[config.mk]
export PLATFORM = sky130hd
export DESIGN_NAME = sar_cal_seq
export DESIGN_NICKNAME = d
export VERILOG_FILES = /design/src/rtl/sar_seq_pkg.sv /design/src/rtl/sar_frame_timer.sv /design/src/rtl/sar_trim_integ.sv /design/src/rtl/sar_bit_search.sv /design/src/rtl/sar_cal_seq.sv
export SDC_FILE = /design/constraint.sdc
export NUM_CORES = 1
export LEC_CHECK = 0
export ABC_AREA = 0
export BUFFER_PORTS_ARGS = -buffer_cell sky130_fd_sc_hd__buf_2
export CAP_MARGIN = 20
export CORE_MARGIN = 2
export CORE_UTILIZATION = 45
export DETAILED_ROUTE_END_ITERATION = 6
export HOLD_SLACK_MARGIN = 0.03
export PLACE_DENSITY_LB_ADDON = 0.1
export SYNTH_ARGS = -nofsm -noshare
export SYNTH_HDL_FRONTEND = slang
export SYNTH_SLANG_ARGS = --single-unit
[constraint.sdc]
create_clock -name clk -period 5.2 [get_ports clk]
set_clock_uncertainty 0.2 [all_clocks]
set_input_delay 0.78 -clock clk [delete_from_list [all_inputs] [get_ports clk]]
set_output_delay 0.78 -clock clk [all_outputs]
set_load 0.005 [all_outputs]
[src/rtl/sar_seq_pkg.sv]
package sar_seq_pkg;
  typedef enum logic [2:0] {
    PH_IDLE,
    PH_REFZ,
    PH_AZ,
    PH_CAL,
    PH_SMP,
    PH_BIT,
    PH_XFER
  } phase_e;
endpackage

[src/rtl/sar_frame_timer.sv]
module sar_frame_timer
  import sar_seq_pkg::*;
#(
  parameter int N_BITS = 11,
  localparam int FRAME = N_BITS + 5,
  localparam int SW = $clog2(FRAME),
  localparam int BW = $clog2(N_BITS)
) (
  input  logic          clk,
  input  logic          rst_n,
  input  logic          start,
  output phase_e        phase,
  output logic [BW-1:0] bit_idx
);
  logic          run_q, run_d;
  logic [SW-1:0] slot_q, slot_d;
  logic          ctl_en;

  // control state advances whenever running or being launched
  assign ctl_en = start | run_q;

  always_comb begin
    run_d  = run_q;
    slot_d = slot_q;
    if (start) begin
      run_d  = 1'b1;
      slot_d = '0;
    end else if (slot_q == SW'(FRAME - 1)) begin
      slot_d = '0;
    end else begin
      slot_d = slot_q + 1'b1;
    end
  end

  always_ff @(posedge clk or negedge rst_n) begin
    if (!rst_n) begin
      run_q  <= 1'b0;
      slot_q <= '0;
    end else if (ctl_en) begin
      run_q  <= run_d;
      slot_q <= slot_d;
    end
  end

  always_comb begin
    if (!run_q) phase = PH_IDLE;
    else begin
      case (slot_q)
        SW'(0):         phase = PH_REFZ;
        SW'(1):         phase = PH_AZ;
        SW'(2):         phase = PH_CAL;
        SW'(3):         phase = PH_SMP;
        SW'(FRAME - 1): phase = PH_XFER;
        default:        phase = PH_BIT;
      endcase
    end
  end

  // bit under test: MSB in the first search slot
  assign bit_idx = BW'(N_BITS - 1) - BW'(slot_q - SW'(4));
endmodule

[src/rtl/sar_trim_integ.sv]
module sar_trim_integ #(
  parameter int TRIM_W = 6
) (
  input  logic                     clk,
  input  logic                     rst_n,
  input  logic                     en,
  input  logic                     up,
  output logic signed [TRIM_W-1:0] trim
);
  localparam logic signed [TRIM_W-1:0] TMAX = {1'b0, {(TRIM_W-1){1'b1}}};
  localparam logic signed [TRIM_W-1:0] TMIN = {1'b1, {(TRIM_W-1){1'b0}}};

  logic signed [TRIM_W-1:0] trim_q, trim_d;

  always_comb begin
    trim_d = trim_q;
    if (up && trim_q != TMAX)       trim_d = trim_q + 1'b1;
    else if (!up && trim_q != TMIN) trim_d = trim_q - 1'b1;
  end

  always_ff @(posedge clk or negedge rst_n) begin
    if (!rst_n)  trim_q <= '0;
    else if (en) trim_q <= trim_d;
  end

  assign trim = trim_q;
endmodule

[src/rtl/sar_bit_search.sv]
module sar_bit_search #(
  parameter int N_BITS = 11,
  localparam int BW = $clog2(N_BITS)
) (
  input  logic              clk,
  input  logic              rst_n,
  input  logic              load,
  input  logic              step,
  input  logic [BW-1:0]     bit_idx,
  input  logic              cmp,
  output logic [N_BITS-1:0] trial,
  output logic [N_BITS-1:0] result
);
  logic [N_BITS-1:0] trial_q, trial_d;
  logic [N_BITS-1:0] res_q;
  logic              res_en;

  always_comb begin
    trial_d = trial_q;
    if (load) begin
      trial_d = '0;
      trial_d[N_BITS-1] = 1'b1;
    end else if (step) begin
      trial_d[bit_idx] = cmp;
      if (bit_idx != '0) trial_d[bit_idx - 1'b1] = 1'b1;
    end
  end

  assign res_en = step && (bit_idx == '0);

  always_ff @(posedge clk or negedge rst_n) begin
    if (!rst_n) begin
      trial_q <= '0;
      res_q   <= '0;
    end else begin
      if (load | step) trial_q <= trial_d;
      if (res_en)      res_q   <= trial_d;
    end
  end

  assign trial  = trial_q;
  assign result = res_q;
endmodule

[src/rtl/sar_cal_seq.sv]
module sar_cal_seq
  import sar_seq_pkg::*;
#(
  parameter int N_BITS = 11,
  parameter int TRIM_W = 6
) (
  input  logic                     clk,
  input  logic                     rst_n,
  input  logic                     start,
  input  logic                     cmp,
  output logic [N_BITS-1:0]        dac_code,
  output logic                     ref_zero_smp,
  output logic                     az_cmp,
  output logic                     cal_cmp,
  output logic                     in_smp,
  output logic signed [TRIM_W-1:0] ofs_trim,
  output logic signed [TRIM_W-1:0] gain_trim,
  output logic [N_BITS-1:0]        result,
  output logic                     result_vld
);
  localparam int BW = $clog2(N_BITS);
  localparam int N_TRIM = 2;

  phase_e            phase;
  logic [BW-1:0]     bit_idx;
  logic [N_BITS-1:0] trial;
  logic [N_TRIM-1:0] trim_en;
  logic signed [TRIM_W-1:0] trim_v [N_TRIM];

  sar_frame_timer #(.N_BITS(N_BITS)) u_timer (
    .clk     (clk),
    .rst_n   (rst_n),
    .start   (start),
    .phase   (phase),
    .bit_idx (bit_idx)
  );

  sar_bit_search #(.N_BITS(N_BITS)) u_search (
    .clk     (clk),
    .rst_n   (rst_n),
    .load    (phase == PH_SMP),
    .step    (phase == PH_BIT),
    .bit_idx (bit_idx),
    .cmp     (cmp),
    .trial   (trial),
    .result  (result)
  );

  // index 0: offset loop, index 1: gain loop
  assign trim_en[0] = (phase == PH_AZ);
  assign trim_en[1] = (phase == PH_CAL);

  for (genvar g = 0; g < N_TRIM; g++) begin : g_trim
    sar_trim_integ #(.TRIM_W(TRIM_W)) u_integ (
      .clk   (clk),
      .rst_n (rst_n),
      .en    (trim_en[g]),
      .up    (cmp),
      .trim  (trim_v[g])
    );
  end

  assign ofs_trim     = trim_v[0];
  assign gain_trim    = trim_v[1];
  assign ref_zero_smp = (phase == PH_REFZ);
  assign az_cmp       = (phase == PH_AZ);
  assign cal_cmp      = (phase == PH_CAL);
  assign in_smp       = (phase == PH_SMP);
  assign result_vld   = (phase == PH_XFER);
  assign dac_code     = (phase == PH_BIT) ? trial : '0;
endmodule

==> key figures <==
Worst setup path
  • CP cell instances: inv_1, ha_1, nor4_1, o21ai_1, and2_1, nand2_1, nor2_1, buf_2
  • FF-to-FF setup slack: 2.09 ns
  • R2R Path Start: u_timer.slot_q[0]$_DFFE_PN0N_
  • Setup crit end kind: output pin
  • Critical Path RT: 4.22 ns
  • Reg2reg end: u_search.result[8]$_DFFE_PN0P_
  • Crit Path Max Fanout: 20
  • CP startpoint kind: register
  • Slowest Stage Delay on Critical Path: 0.59 ns
  • CP arrival: 2.99 ns
  • Critical path type: reg2out
  • Reg2Reg Depth: 5
  • Slowest CP cell: and2_1

Clock tree
  • Htree depth: 2
  • CTS Sinks: 39
  • CTS tree: yes
  • CTS max path bufs: 2
  • Clock slew seen by the registers of the worst setup and hold paths: 0.08 ns
  • Number of CTS-inserted buffers: 5
  • CTS Root Cell: clkbuf_8
  • Worst-Skew Late Latency: 0.31 ns
  • Post_cts resized: 0
  • Post-CTS setup buffer count: 0
  • Hold-fix buffers at CTS: 0

Yosys
  • Sequential-to-total area share from yosys stat: 0.334
  • Distinct cells, synth: 74
  • Ys flop type: dfrtp_1
  • Synth Net Count: 324
  • Mean Syn Cell Area: 9.57 um2
  • Syn Inst Count: 305
  • Synthesis Warnings: 0
  • Async SR Flop Fraction: 1.00
  • Yosys reg bits: 39
  • EDFF count, synth: 0
  • Mapped Area: 0.00292 mm2

Job
  • Max cap viols: 0

Die
  • Die X: 84.6 um
  • IO Pins: 43
  • Die area: 0.00715 mm2
  • Core area: 0.00631 mm2
  • Starting Density: 0.463
  • Std-Cell Rows: 29
  • Die Ht: 84.6 um

Final layout
  • Most frequent cells in the layout: 42 x buf_2, 39 x dfrtp_1, 18 x nand2_1
  • # fillers: 602
  • Antenna cells: 0
  • Fraction of layout instances using a drive strength above 1: 0.240
  • Non-filler cells, final: 414
  • FF+latch area: 976 um2
  • Nets: 355
  • Commonest non-fill, non-tap cell in the layout: buf_2
  • Multi-input gate area: 0.00178 mm2
  • Syn-to-layout area delta: 11.4%

STA
  • Pins Over Slew Limit: 0
  • Setup violators final: 0
  • Actual slew at the worst max-slew pin: 0.981 ns
  • RSZ-0062 raised after global routing: false
  • Total negative setup slack: 0 ns
  • Final period utilization: 0.763
  • Slew headroom: 0.346
  • Final Hold Viols: 0
  • Min cycle time layout: 3.97 ns
  • Fmax: 0.252 GHz

Power
  • Max IR drop VDD: 263 uV
  • Leakage: 1.48 nW
  • Pwr Density: 418 mW/mm2

Global routing
  • Number of global-route vias before repair: 2,317
  • Initial antenna violation count: 0
  • Largest net degree at the start of global routing: 40
  • Total track usage: 0.204
  • GRT overflow: 0
  • First-pass GRT wire length: 11.8 mm

Drt
  • 1st-iter DRT viols: 128
  • Vias per inst: 5.78
  • First-pass detailed-route iteration total: 4
  • Routed length per placed instance: 16.7 um
  • Post-route ant nets: 0
  • WL met2: 3.25 mm
  • Vias post-DR: 2,392
  • M1 WL: 3.19 mm
  • # DRC: 0
  • Routed WL: 6.90 mm
  • Highest routed layer: met4
  • Met3 wire length: 343 um

Hold path
  • Hold Path Depth: 1
  • Worst Hold Path EP: u_search.result[3]$_DFFE_PN0P_
  • HP Class: reg2reg
  • Hold path startpoint: u_search.result[3]$_DFFE_PN0P_

Run status
  • Outcome: finished clean

Placed design
  • Dpl cells: 406
  • Detail Placement HPWL: 4.86 mm
  • I/O Buffers: 42
  • GP Congestion: 0.838
-- cells by family after synthesis --
logic type,synth area share
AO/OA/AOI/OAI,0.228
XOR/XNOR,0.0536
adder cells (fa/ha/maj),0.0694
buffers and inverters,0.0553
flip-flops,0.334
multiplexers,0.0600
AND/OR/NAND/NOR,0.199
-- synth_stat cells, types with 8 or more instances --
cell,count,area (um2)
mux2_2,12,135
a21oi_1,11,55.1
xnor2_1,13,114
and3_1,12,75.1
nor2b_1,8,50.1
nand2b_1,9,56.3
ha_1,13,163
buf_2,9,45.0
inv_1,12,45.0
nand2_1,18,67.6
dfrtp_1,39,976
nor2_1,16,60.1
o21ai_0,16,80.1
-- registers in the layout, summed over array words and instances, names as in the netlist --
| signal | count |
|---|---|
| u_search.result | 11 |
| u_timer.run_q | 1 |
| g_trim.u_integ.trim | 12 |
| u_timer.slot_q | 4 |
| u_search.trial | 11 |
-- worst max path at each step --
stage,startpoint,endpoint,slack (ns)
2_1_floorplan,cmp,g_trim[1].u_integ.trim[5]$_DFFE_PN0P_,2.11
3_3_place_gp,u_timer.slot_q[0]$_DFFE_PN0N_,dac_code[8],1.73
3_5_place_dp,u_timer.slot_q[0]$_DFFE_PN0N_,dac_code[6],1.58
4_1_cts,u_timer.slot_q[0]$_DFFE_PN0N_,dac_code[6],1.21
5_1_grt,u_timer.slot_q[0]$_DFFE_PN0N_,dac_code[8],0.95
6_report,u_timer.slot_q[0]$_DFFE_PN0N_,dac_code[6],1.23
-- routing by layer --
metal,vias to the layer above,track usage
met2,60,0.336
met1,1148,0.268
li1,1174,-
met5,-,0
met3,10,0.0403
met4,0,0.0707
-- through the flow --
step	setup WS (ns)	utilization	instance area [um2]	hold slack [ns]	power [mW]
after global routing	0.949	0.515	3250	0.320	1.48
after floorplan	2.11	-	2920	0.248	0.891
after global placement	1.73	0.494	3120	0.271	1.05
after CTS	1.21	0.515	3250	0.294	1.38
final	1.23	0.515	3250	0.289	1.36
after detailed placement	1.58	0.494	3120	0.271	1.06
-- layout make-up --
cell class	count	area share
Clock inverter	2	0.0185
Multi-Input combinational cell	234	0.548
Clock buffer	6	0.0223
Inverter	13	0.0150
Tap cell	77	0.0296
Sequential cell	39	0.300
Timing Repair Buffer	43	0.0669
-- where the power goes --
group / internal, mW / leakage (nW) / switching [mW]
Combinational: 0.280 / 0.943 / 0.287
Clock: 0.192 / 0.0654 / 0.118
Sequential: 0.385 / 0.472 / 0.0988
Total: 0.856 / 1.48 / 0.504
-- critical path, delay by kind of cell (launching register included) --
| kind | cells | cell delay [ns] |
|---|---|---|
| adders and majority gates | 1 | 0.48 |
| AOI/OAI and AO/OA | 1 | 0.20 |
| DFF | 1 | 0.51 |
| buffers and inverters | 2 | 0.28 |
| and+or+nand+nor | 4 | 1.19 |
No activity file was read; power rests on OpenSTA's default activity.
